File: config.mk
export PLATFORM = sky130hd
export DESIGN_NAME = flash_erase_ctl
export DESIGN_NICKNAME = d
export VERILOG_FILES = /design/src/rtl/flash_erase_ctl.sv
export SDC_FILE = /design/constraint.sdc
export NUM_CORES = 1
export LEC_CHECK = 0
export BUFFER_PORTS_ARGS = -buffer_cell sky130_fd_sc_hd__buf_4
export CAP_MARGIN = 10
export CORE_MARGIN = 4
export CORE_UTILIZATION = 45
export DETAILED_ROUTE_END_ITERATION = 10
export GPL_TIMING_DRIVEN = 0
export PLACE_DENSITY_LB_ADDON = 0.15
export SLEW_MARGIN = 20
export SYNTH_ARGS = -nofsm -noshare
export SYNTH_HDL_FRONTEND = slang
export SYNTH_SLANG_ARGS = --single-unit
File: constraint.sdc
create_clock -name clk -period 3.9 [get_ports clk]
set_clock_uncertainty 0.15 [all_clocks]
set_input_delay 0 -clock clk [delete_from_list [all_inputs] [get_ports clk]]
set_output_delay 0 -clock clk [all_outputs]
set_load 0.02 [all_outputs]
File: src/rtl/flash_erase_ctl.sv
module flash_erase_ctl #(
  parameter int ERASE_CYCLES = 100000,
  parameter int PTR_W        = 22,
  parameter int BLK_LSB      = 6,
  parameter logic [7:0] KEY_A = 8'h55,
  parameter logic [7:0] KEY_B = 8'hAA
) (
  input  logic        clk,
  input  logic        rst_n,
  input  logic        reg_wr,
  input  logic [2:0]  reg_addr,
  input  logic [7:0]  reg_wdata,
  output logic [7:0]  reg_rdata,
  output logic        cpu_stall,
  output logic        fl_erase,
  output logic [15:0] fl_block
);
  localparam int HI_W  = PTR_W - 16;
  localparam int BLK_W = PTR_W - BLK_LSB;
  localparam int CNT_W = $clog2(ERASE_CYCLES);

  typedef enum logic [1:0] {UL_IDLE, UL_GOT_A, UL_ARMED} unlock_t;

  logic [PTR_W-1:0] ptr;
  logic             busy, err;
  logic             wen, ers_sel, cfg_sel, fls_sel;
  logic [CNT_W-1:0] cnt;
  logic [BLK_W-1:0] blk;
  unlock_t          ustate;

  wire wr_ptr   = reg_wr && (reg_addr <= 3'd2);
  wire wr_ctrl  = reg_wr && (reg_addr == 3'd3);
  wire wr_key   = reg_wr && (reg_addr == 3'd4);
  wire start_rq = wr_ctrl && reg_wdata[0] && !busy;
  wire mode_ok  = reg_wdata[4] && !reg_wdata[3] && reg_wdata[1] && reg_wdata[2];
  wire go       = start_rq && mode_ok && (ustate == UL_ARMED);
  wire bad      = start_rq && !mode_ok;

  always_ff @(posedge clk) begin
    if (!rst_n) begin
      ptr <= '0;
    end else if (wr_ptr) begin
      case (reg_addr)
        3'd0:    ptr[7:0]        <= reg_wdata;
        3'd1:    ptr[15:8]       <= reg_wdata;
        default: ptr[PTR_W-1:16] <= reg_wdata[HI_W-1:0];
      endcase
    end
  end

  always_ff @(posedge clk) begin
    if (!rst_n) begin
      {wen, ers_sel, cfg_sel, fls_sel, err} <= '0;
    end else if (wr_ctrl) begin
      wen     <= reg_wdata[1];
      ers_sel <= reg_wdata[2];
      cfg_sel <= reg_wdata[3];
      fls_sel <= reg_wdata[4];
      err     <= bad || (err && reg_wdata[5]);
    end
  end

  always_ff @(posedge clk) begin
    if (!rst_n)
      ustate <= UL_IDLE;
    else if (wr_key) begin
      if (reg_wdata == KEY_A)
        ustate <= UL_GOT_A;
      else if (reg_wdata == KEY_B && ustate == UL_GOT_A)
        ustate <= UL_ARMED;
      else
        ustate <= UL_IDLE;
    end else if (reg_wr)
      ustate <= UL_IDLE;
  end

  always_ff @(posedge clk) begin
    if (!rst_n) begin
      busy     <= 1'b0;
      cnt      <= '0;
      blk      <= '0;
      fl_erase <= 1'b0;
    end else begin
      fl_erase <= go;
      if (go) begin
        busy <= 1'b1;
        cnt  <= CNT_W'(ERASE_CYCLES - 1);
        blk  <= ptr[PTR_W-1:BLK_LSB];
      end else if (busy) begin
        if (cnt == '0) busy <= 1'b0;
        else           cnt  <= cnt - 1'b1;
      end
    end
  end

  assign cpu_stall = busy;
  assign fl_block  = blk;

  always_comb begin
    case (reg_addr)
      3'd0:    reg_rdata = ptr[7:0];
      3'd1:    reg_rdata = ptr[15:8];
      3'd2:    reg_rdata = {{(8-HI_W){1'b0}}, ptr[PTR_W-1:16]};
      3'd3:    reg_rdata = {2'b00, err, fls_sel, cfg_sel, ers_sel, wen, busy};
      default: reg_rdata = 8'h00;
    endcase
  end
endmodule

==> results.md, run 1 <==
- Slew Limit Fails: 0
- Slew @ Worst Pin: 0.8130 ns
- Ys async rst share: 0%
- Synth Warn #: 0
- Port Buffer Count: 36
- Fillers: 614
- Worst-path clk slew: 0.07 ns
- Max FO, Critical Path: 10
- Final Hold Viols: 0
- Crit path DAT: 2.12 ns
- Worst relative slew slack: 45.66%
- Antenna Cells: 0
- Post-Syn Area: 0.002970 mm2
- Kind of critical path: in2out
- WP data required: 3.75 ns
- Global route hottest layer: met2
- EDFF count, synth: 0
- Grt ovf: 0
- Layout cells sized above 1: 20.20%
- GR Layer Usage met1: 25.50%
- # IOs: 40
- Area growth, synth to finish: 21.82%
- Num Clock Sinks: 64
- All-Layer GR Usage: 20.16%
- Largest buffer count on any clock path: 2
- Initial antenna violation count: 0
- Place WS: 1.772 ns
- RSZ-0062 raised after global routing: false
- PostCTS Resize Cnt: 0
- Drt pass-1 iters: 4
- LEAKAGE: 1.387 nW
- Outcome: finished clean
- Total CTS buffers: 9
- Crit share post-route: 58.16%
- Wirelength, routed: 7.291 mm
- Die Ht: 89.25 um
- H-tree depth: 3
- Die area: 0.007965 mm2
- Routing usage on met2: 34.29%
- Vias per cell: 5.474
- TNS Setup: 0 ns
- Number of global-route vias before repair: 2,445
- CP Launch Type: input pin
- Sequential share of the synthesized area: 43.13%
- Root Buffer: clkbuf_8
- Cell variety after synth: 57
- Final antenna-violating net count: 0
- #FFs+latches synth: 64
- Syn nets: 349
- Largest net degree at the start of global routing: 11
- Die X: 89.25 um
- Avg Inst Size Synth: 8.893 um2
- Final WS setup: 1.632 ns
- Number of DRC markers in iteration 0: 84
- FF+latch area: 0.001281 mm2
- Clk_lat worst skew: 0.33 ns
- Total power: 1.250 mW
- Detail Placement HPWL: 5.311 mm
- FMAX: 440.9 MHz
- Max cap viols: 0
- Initial core utilization: 46.51%
- Met3 GRT Util: 4.885%
- Cell Rows: 29
- HP Class: in2reg
- Pwr/cell area: 345.3 mW/mm2
- Layout net count: 407
- Synth Flop Type: dfxtp_1
- Routed vias: 2,589
- Final setup vio count: 0
- Multi-input logic area: 0.001580 mm2
- DRC errors left: 0
- Placeable Area: 0.006386 mm2
- Most frequent cells in the layout: nand2_1 (71), dfxtp_1 (64), a21oi_1 (43)
- Final min period: 2.268 ns
- Crit path capture type: output port
- DP Area: 0.003337 mm2
- Setup bufs post-CTS: 0
- First-pass GRT wire length: 12.21 mm
- Finished layout cell area: 0.003618 mm2
- CTS tree: yes
- Routed len/inst: 15.41 um
- Peak supply drop: 0.2344 mV
- GP Congestion: 0.7799
- Synth Instances: 334
- Most common cell after layout, fill and taps aside: nand2_1
cells in the mapped netlist, drive strengths merged (6+ instances only):
library cell   n  area share [%]
nor3           7             1.5
or4            6             1.6
nand2         71             9.0
nor2b          6             1.3
nor2          22             2.8
o21ai          6             1.0
dfxtp         64              43
inv            6            0.76
a21oi         44             7.5
buf            8             1.3
nand3          8             1.3
clkbuf        10             1.6
nor4           6             2.3
mux2i         14             4.7
mux4           6             4.7
flip-flops by register name (all words and copies together), names as in the netlist:
name,flops
fl_erase,1
fl_block,16
cfg_sel,1
wen,1
fls_sel,1
ers_sel,1
err,1
ptr,22
ustate,2
cpu_stall,1
cnt,17
per-layer routing:
layer  wire length [um]  vias to the layer above
met5                  0                        -
met4                 99                        0
met3                414                        8
met2               3542                       60
met1               3235                     1201
li1                   -                     1320
final timing paths:
kind | startpoint | to | slack, ns | cells after the start
min | reg_addr[2] | wen | 0.03 | 4
max reg2reg | cpu_stall | cnt[7] | 1.75 | 4
max | reg_addr[1] | reg_rdata[0] | 1.63 | 6
min reg2reg | fl_block[10] | fl_block[10] | 0.30 | 2
critical path, cell delays in order:
cell	delay [ns]
dlygate4sd3_1	0.52
buf_4	0.13
clkbuf_1	0.49
mux4_1	0.61
nor2b_1	0.17
buf_4	0.19
cell families (layout without fill, tap and decap cells):
| logic type | after synthesis | after routing | synth area share (%) |
|---|---|---|---|
| AND/OR/NAND/NOR | 152 | 152 | 28.22 |
| flip-flops | 64 | 64 | 43.13 |
| AO/OA/AOI/OAI | 73 | 73 | 15.16 |
| adder cells (fa/ha/maj) | 1 | 1 | 0.4212 |
| multiplexers | 20 | 20 | 9.394 |
| buffers and inverters | 24 | 86 | 3.665 |
repair_timing:
| action | 4_1_cts | 5_1_grt |
|---|---|---|
| endpoints found under the hold margin | 42 | 0 |
| endpoints found under the setup margin | 0 | 0 |
| hold buffers | 11 | 0 |
metrics by stage:
| stage | util, % | instances | hold WS (ns) |
|---|---|---|---|
| 2_1_floorplan | - | 334 | -0.01404 |
| 3_3_place_gp | 52.25 | 447 | 0.1379 |
| 3_5_place_dp | 52.25 | 447 | 0.1415 |
| 4_1_cts | 56.66 | 473 | 0.01860 |
| 5_1_grt | 56.66 | 473 | 0.07589 |
| 6_report | 56.66 | 473 | 0.03218 |
where the power goes:
part | switching, mW | internal, mW
sequential | 0.00432 | 0.659
combinational | 0.0462 | 0.0351
clock | 0.247 | 0.257
layout make-up:
| type | count | share of cell area, % |
|---|---|---|
| Buffer | 18 | 2.386 |
| Clock buffer | 11 | 4.184 |
| Clock inverter | 4 | 0.5533 |
| Inverter | 6 | 0.6224 |
| Multi-Input combinational cell | 246 | 43.67 |
| Sequential cell | 64 | 35.41 |
| Tap cell | 77 | 2.663 |
| Timing Repair Buffer | 47 | 10.51 |
(Power assumes the default switching activity.)
==> run 2, diff against run 1 <==
Clock period 3.9 ns to 1.9 ns, I/O delays scaled along.
==> run 2 against run 1 <==
Net effect:
- the run now ends with negative setup slack left
- core utilization increased by 2.4 points
- worst hold slack got worse by 0.012 ns
- sequential power increased by 100%
- wire length increased by 5.0%
- total power increased by 110%
- combinational power increased by 110%
- critical path type is now reg2reg
- largest cell class unchanged
- highest routed layer unchanged
==> results.md, run 2 (synthesized netlist as in run 1, its figures left out) <==
- Reg-to-reg critical path startpoint: cnt[0]
- Max FO, Critical Path: 5 (-5)
- Kind of critical path: reg2reg
- FMAX: 513.7 MHz
- Crit path DAT: 2.03 ns (-0.09 ns)
- Worst Hold End: ers_sel
- # IOs: 40 (unchanged)
- CP Launch Type: register
- Top routing layer in use: met4
- Die area: 0.007965 mm2 (unchanged)
- All-Layer GR Usage: 21.05% (+0.90 points)
- First-pass GRT wire length: 12.64 mm (+3.5%)
- Outcome: complete, but fails checks
- Met3 routed WL: 358 um (-14%)
- Worst relative slew slack: 46.87% (+1.2 points)
- CTS tree: yes
- Failing checks: negative setup slack
- Die X: 89.25 um (unchanged)
- Layout cells sized above 1: 24.44% (+4.2 points)
- Cell Rows: 29 (unchanged)
- Clk_lat worst skew: 0.35 ns (+0.02 ns)
- Vias per cell: 5.595 (+2.2%)
- Num Clock Sinks: 64 (unchanged)
- H-tree depth: 3 (unchanged)
- Max cap viols: 0 (unchanged)
- Routed vias: 2,697 (+4.2%)
- Hold wc startpoint: reg_addr[2]
- Peak supply drop: 0.5043 mV (+120%)
- R2r setup slk: -0.05 ns (-1.80 ns)
- Routed len/inst: 15.88 um (+3.0%)
- Largest net degree at the start of global routing: 12 (+1)
- DR WL met2: 3.770 mm (+6.4%)
- Largest buffer count on any clock path: 2 (unchanged)
- Place WS: -0.1814 ns (-1.953 ns)
- Area growth, synth to finish: 26.96%
- Final min period: 1.947 ns
- Placeable Area: 0.006386 mm2 (unchanged)
- Total CTS buffers: 9 (unchanged)
- Most frequent cells in the layout: nand2_1 (70), dfxtp_1 (61), buf_4 (45)
- Worst-path clk slew: 0.07 ns (about the same)
- Most common cell after layout, fill and taps aside: nand2_1
- Wl on met1: 3.348 mm (+3.5%)
- Crit share post-route: 102.5%
- RSZ-0062 raised after global routing: true
- Layout net count: 415 (+2.0%)
- Port Buffer Count: 36 (unchanged)
- Antenna Cells: 0 (unchanged)
- Worst hold path stage count: 4 (unchanged)
- Largest register FFs: 22 (unchanged)
- Die Ht: 89.25 um (unchanged)
- WP data required: 1.98 ns (-1.77 ns)
- Slew @ Worst Pin: 0.7949 ns (-0.01801 ns)
- Root Buffer: clkbuf_8
- Grt ovf: 0 (unchanged)
- Pwr/cell area: 705.2 mW/mm2 (+100%)
- Drt pass-1 iters: 4 (unchanged)
- Cell Count, Final, Fillers Out: 482 (+1.9%)
- Initial antenna violation count: 0 (unchanged)
- LEAKAGE: 1.450 nW (+4.6%)
- Final setup vio count: 2 (+2)
- Final Hold Viols: 0 (unchanged)
- Dpl cells: 447 (unchanged)
- Number of DRC markers in iteration 0: 106 (+26%)
- Reg-to-reg critical path endpoint: cnt[15]
- Initial core utilization: 46.51% (unchanged)
- Reg with most FFs: ptr
- Slew Limit Fails: 0 (unchanged)
- Number of global-route vias before repair: 2,572 (+5.2%)
- HP Class: in2reg
- Crit path capture type: register
- Wirelength, routed: 7.654 mm (+5.0%)
- DRC errors left: 0 (unchanged)
- Detail Placement HPWL: 5.342 mm (+0.59%)
- Reg2Reg Depth: 4 (unchanged)
- Final WS setup: -0.04659 ns (-1.679 ns)
- Final antenna-violating net count: 0 (unchanged)
- GP Congestion: 0.7873 (+0.95%)
==> run 2: cell types whose count changed in the layout (fill, tap and decap cells not counted), sizes merged <==
cell | previous run | this run
clkinvlp | 0 | 1
clkinv | 4 | 3
buf | 44 | 53
==> run 2: layout make-up <==
type                            instances  area, um2
Multi-Input combinational cell        246       1633
Fill cell                             612       2615
Clock inverter                          4      26.28
Sequential cell                        64       1287
Clock buffer                           12      166.4
Tap cell                               77      96.34
Timing Repair Buffer                   55      444.2
Buffer                                 18      95.09
Inverter                                6      22.52
==> run 2: how the worst max path moves through the flow <==
stage | from | to | slack [ns] | depth (start not counted)
2_1_floorplan | cpu_stall | cnt[15] | 0.02 | 4
3_3_place_gp | cnt[11] | cnt[7] | -0.13 | 4
3_5_place_dp | cnt[11] | cnt[7] | -0.18 | 4
4_1_cts | cnt[0] | cnt[15] | -0.04 | 4
5_1_grt | cnt[0] | cnt[15] | -0.11 | 4
6_report | cnt[0] | cnt[15] | -0.05 | 4
==> run 2: critical path, cell delays in order, from the launching register on <==
cell and delay [ns]:
dfxtp_2 0.33, or4b_4 0.58, nand4bb_4 0.25, o31a_2 0.30, o31a_1 0.23
==> run 2: timing repair <==
action,in CTS,in global routing
setup buffers,8,0
gates resized for setup,10,14
hold buffers,11,0
endpoints found under the setup margin,27,28
endpoints found under the hold margin,42,0
cloned,0,0
pin swaps,4,4
==> run 2: per-layer routing <==
metal	GRT usage, %	vias to the layer above
li1	-	1331
met1	25.54	1285
met2	34.90	65
met3	6.636	16
met4	7.984	0
met5	0	-
==> run 2: stage by stage <==
stage | hold slack (ns) | power, mW | util [%] | TNS (ns) | cell area (um2)
2_1_floorplan | -0.01404 | 1.477 | - | 0 | 2974
4_1_cts | 0.0005612 | 2.684 | 58.39 | -0.07592 | 3729
3_5_place_dp | 0.1443 | 1.541 | 52.31 | -1.201 | 3341
3_3_place_gp | 0.1370 | 1.540 | 52.31 | -0.9364 | 3341
5_1_grt | 0.02985 | 2.756 | 59.05 | -0.6268 | 3771
6_report | 0.02058 | 2.660 | 59.05 | -0.08770 | 3771
==> run 2: where the power goes <==
part	total (mW)	internal, mW	leakage, nW	switching, mW
Combinational	0.170	0.0724	0.835	0.0980
Sequential	1.36	1.35	0.518	0.00896
Clock	1.13	0.587	0.0975	0.542
==> run 3, diff against run 2 <==
Settings changed: ABC_CLOCK_PERIOD_IN_PS from default to 1900, PLACE_DENSITY from default to 0.67, PLACE_DENSITY_LB_ADDON 0.15 to default.
==> run 3 against run 2 <==
Net effect:
- clock power increased by 17%
- cell count up 0.62%
- global-route usage about the same
- combinational power hardly changed
- first-iteration DRC count unchanged
- sequential power hardly changed
- register-to-register slack improved by 0.03 ns
- via count grew 0.22%
- fmax rose by 1.5%
- worst hold slack improved by 0.016 ns
- the flow still finishes with violations (negative setup slack)
- largest power group unchanged
- die area is the same
==> results.md, run 3 (synthesized netlist as in run 1, its figures left out) <==
- Largest buffer count on any clock path: 2 (unchanged)
- Wl on met1: 3.574 mm (+6.8%)
- Num Clock Sinks: 64 (unchanged)
- Clk_lat worst skew: 0.34 ns (about the same)
- CP max-delay cell: or4b_4
- Cell Rows: 29 (unchanged)
- Placeable Area: 0.006386 mm2 (unchanged)
- Root Buffer: clkbuf_8
- Worst path bufs/invs: 0 (unchanged)
- Wirelength, routed: 7.761 mm (+1.4%)
- Crit path capture type: register
- Routed vias: 2,703 (+0.22%)
- Vias per cell: 5.573 (-0.40%)
- Grt ovf: 0 (unchanged)
- Worst-path clk slew: 0.07 ns (about the same)
- Final WS setup: -0.01791 ns (+0.02869 ns)
- Routed len/inst: 16.00 um (+0.77%)
- Slew @ Worst Pin: 0.8042 ns (+0.009288 ns)
- Total power: 2.850 mW (+7.2%)
- Final setup vio count: 2 (unchanged)
- Crit share post-route: 100.9% (-1.5 points)
- Die Ht: 89.25 um (unchanged)
- Layout net count: 418 (+0.72%)
- Reg with most FFs: ptr
- Top routing layer in use: met4
- Most common cell after layout, fill and taps aside: nand2_1
- First-pass GRT wire length: 12.70 mm (+0.49%)
- # IOs: 40 (unchanged)
- Largest net degree at the start of global routing: 12 (unchanged)
- Max cap viols: 0 (unchanged)
- LEAKAGE: 1.472 nW (+1.5%)
- Pwr/cell area: 743.7 mW/mm2 (+5.5%)
- Largest stage delay, worst path: 0.56 ns (-0.02 ns)
- Die X: 89.25 um (unchanged)
- Area growth, synth to finish: 29.02%
- Final min period: 1.918 ns (-0.02869 ns)
- Most frequent cells in the layout: nand2_1 (70), dfxtp_1 (62), buf_4 (48)
- GP Congestion: 0.9009 (+14%)
- Number of global-route vias before repair: 2,582 (+0.39%)
- Outcome: complete, but fails checks
- Largest register FFs: 22 (unchanged)
- CP delay by family, top: simple AND/OR/NAND/NOR gates
- Layout cells sized above 1: 25.25% (+0.80 points)
- Kind of critical path: reg2reg
- TNS Setup: -0.03098 ns (+0.05671 ns)
- DRC errors left: 0 (unchanged)
- Met3 routed WL: 351 um (-2.0%)
- Slew Limit Fails: 0 (unchanged)
- Drt pass-1 iters: 4 (unchanged)
- Detail Placement HPWL: 5.405 mm (+1.2%)
- Peak supply drop: 0.4518 mV (-10%)
- All-Layer GR Usage: 21.01% (-0.042 points)
- Die area: 0.007965 mm2 (unchanged)
- Cell Chain, Critical Path: or4b_4 -> nand4bb_4 -> or4_4 -> a21oi_2
- Failing checks: negative setup slack
- Worst relative slew slack: 46.24% (-0.62 points)
- DR WL met2: 3.659 mm (-2.9%)
- Total CTS buffers: 9 (unchanged)
- H-tree depth: 3 (unchanged)
- HP Class: in2reg
- Initial antenna violation count: 0 (unchanged)
- Port Buffer Count: 36 (unchanged)
- Initial core utilization: 46.51% (unchanged)
- CP Launch Type: register
- Final Core Density: 60.01% (+0.96 points)
- Max FO, Critical Path: 5 (unchanged)
- RSZ-0062 raised after global routing: true
- Final Hold Viols: 0 (unchanged)
- CTS tree: yes
- Fillers: 566 (-7.5%)
- WP data required: 2.03 ns (+0.05 ns)
- Number of DRC markers in iteration 0: 106 (unchanged)
- Crit path DAT: 2.05 ns (+0.02 ns)
- Antenna Cells: 0 (unchanged)
- FMAX: 521.4 MHz (+1.5%)
- Final antenna-violating net count: 0 (unchanged)
run 3: worst paths after layout:
path | startpoint | endpoint | slack [ns] | cells past startpoint
worst max-delay path | cnt[0] | cnt[13] | -0.02 | 4
worst min register to register | fl_block[10] | fl_block[10] | 0.30 | 2
worst max register to register | cnt[0] | cnt[13] | -0.02 | 4
worst min-delay path | reg_addr[2] | cfg_sel | 0.04 | 4
run 3: metrics by stage:
stage | worst slack (ns) | area (um2) | hold WS, ns | instances
2_1_floorplan | 0.01908 | 2974 | -0.01404 | 334
3_3_place_gp | -0.1310 | 3341 | 0.1345 | 447
3_5_place_dp | -0.1855 | 3341 | 0.1406 | 447
4_1_cts | -0.03097 | 3755 | 0.02743 | 482
5_1_grt | -0.1241 | 3832 | 0.05446 | 485
6_report | -0.01791 | 3832 | 0.03686 | 485
run 3: routing by layer:
metal	vias up	GRT usage [%]
li1	1345	-
met1	1273	27.81
met2	68	31.95
met3	17	5.161
met4	0	10.42
met5	-	0
run 3: repair_timing:
item | CTS | global route
gates resized for setup | 7 | 18
gates cloned | 0 | 0
hold endpoints to repair | 42 | 0
hold buffers | 12 | 0
buffers inserted | 7 | 3
pin swaps | 4 | 4
setup endpoints to repair | 24 | 30
run 3: worst min-delay path, delay by kind of cell:
| family | cells | cell delay [ns] |
|---|---|---|
| and+or+nand+nor | 2 | 0.29 |
| muxes | 1 | 0.10 |
| buffers and inverters | 1 | 0.10 |
run 3: final cells by class:
| type | instances | area [um2] | share of cell area (%) |
|---|---|---|---|
| Buffer | 18 | 95.09 | 2.481 |
| Clock buffer | 11 | 141.4 | 3.689 |
| Timing Repair Buffer | 58 | 465.4 | 12.14 |
| Inverter | 6 | 22.52 | 0.5877 |
| Sequential cell | 64 | 1286 | 33.56 |
| Clock inverter | 5 | 80.08 | 2.089 |
| Multi-Input combinational cell | 246 | 1645 | 42.93 |
| Tap cell | 77 | 96.34 | 2.514 |
run 3: where the power goes:
part	switching, mW	internal (mW)
combinational	0.0980	0.0745
sequential	0.00968	1.35
clock	0.544	0.773
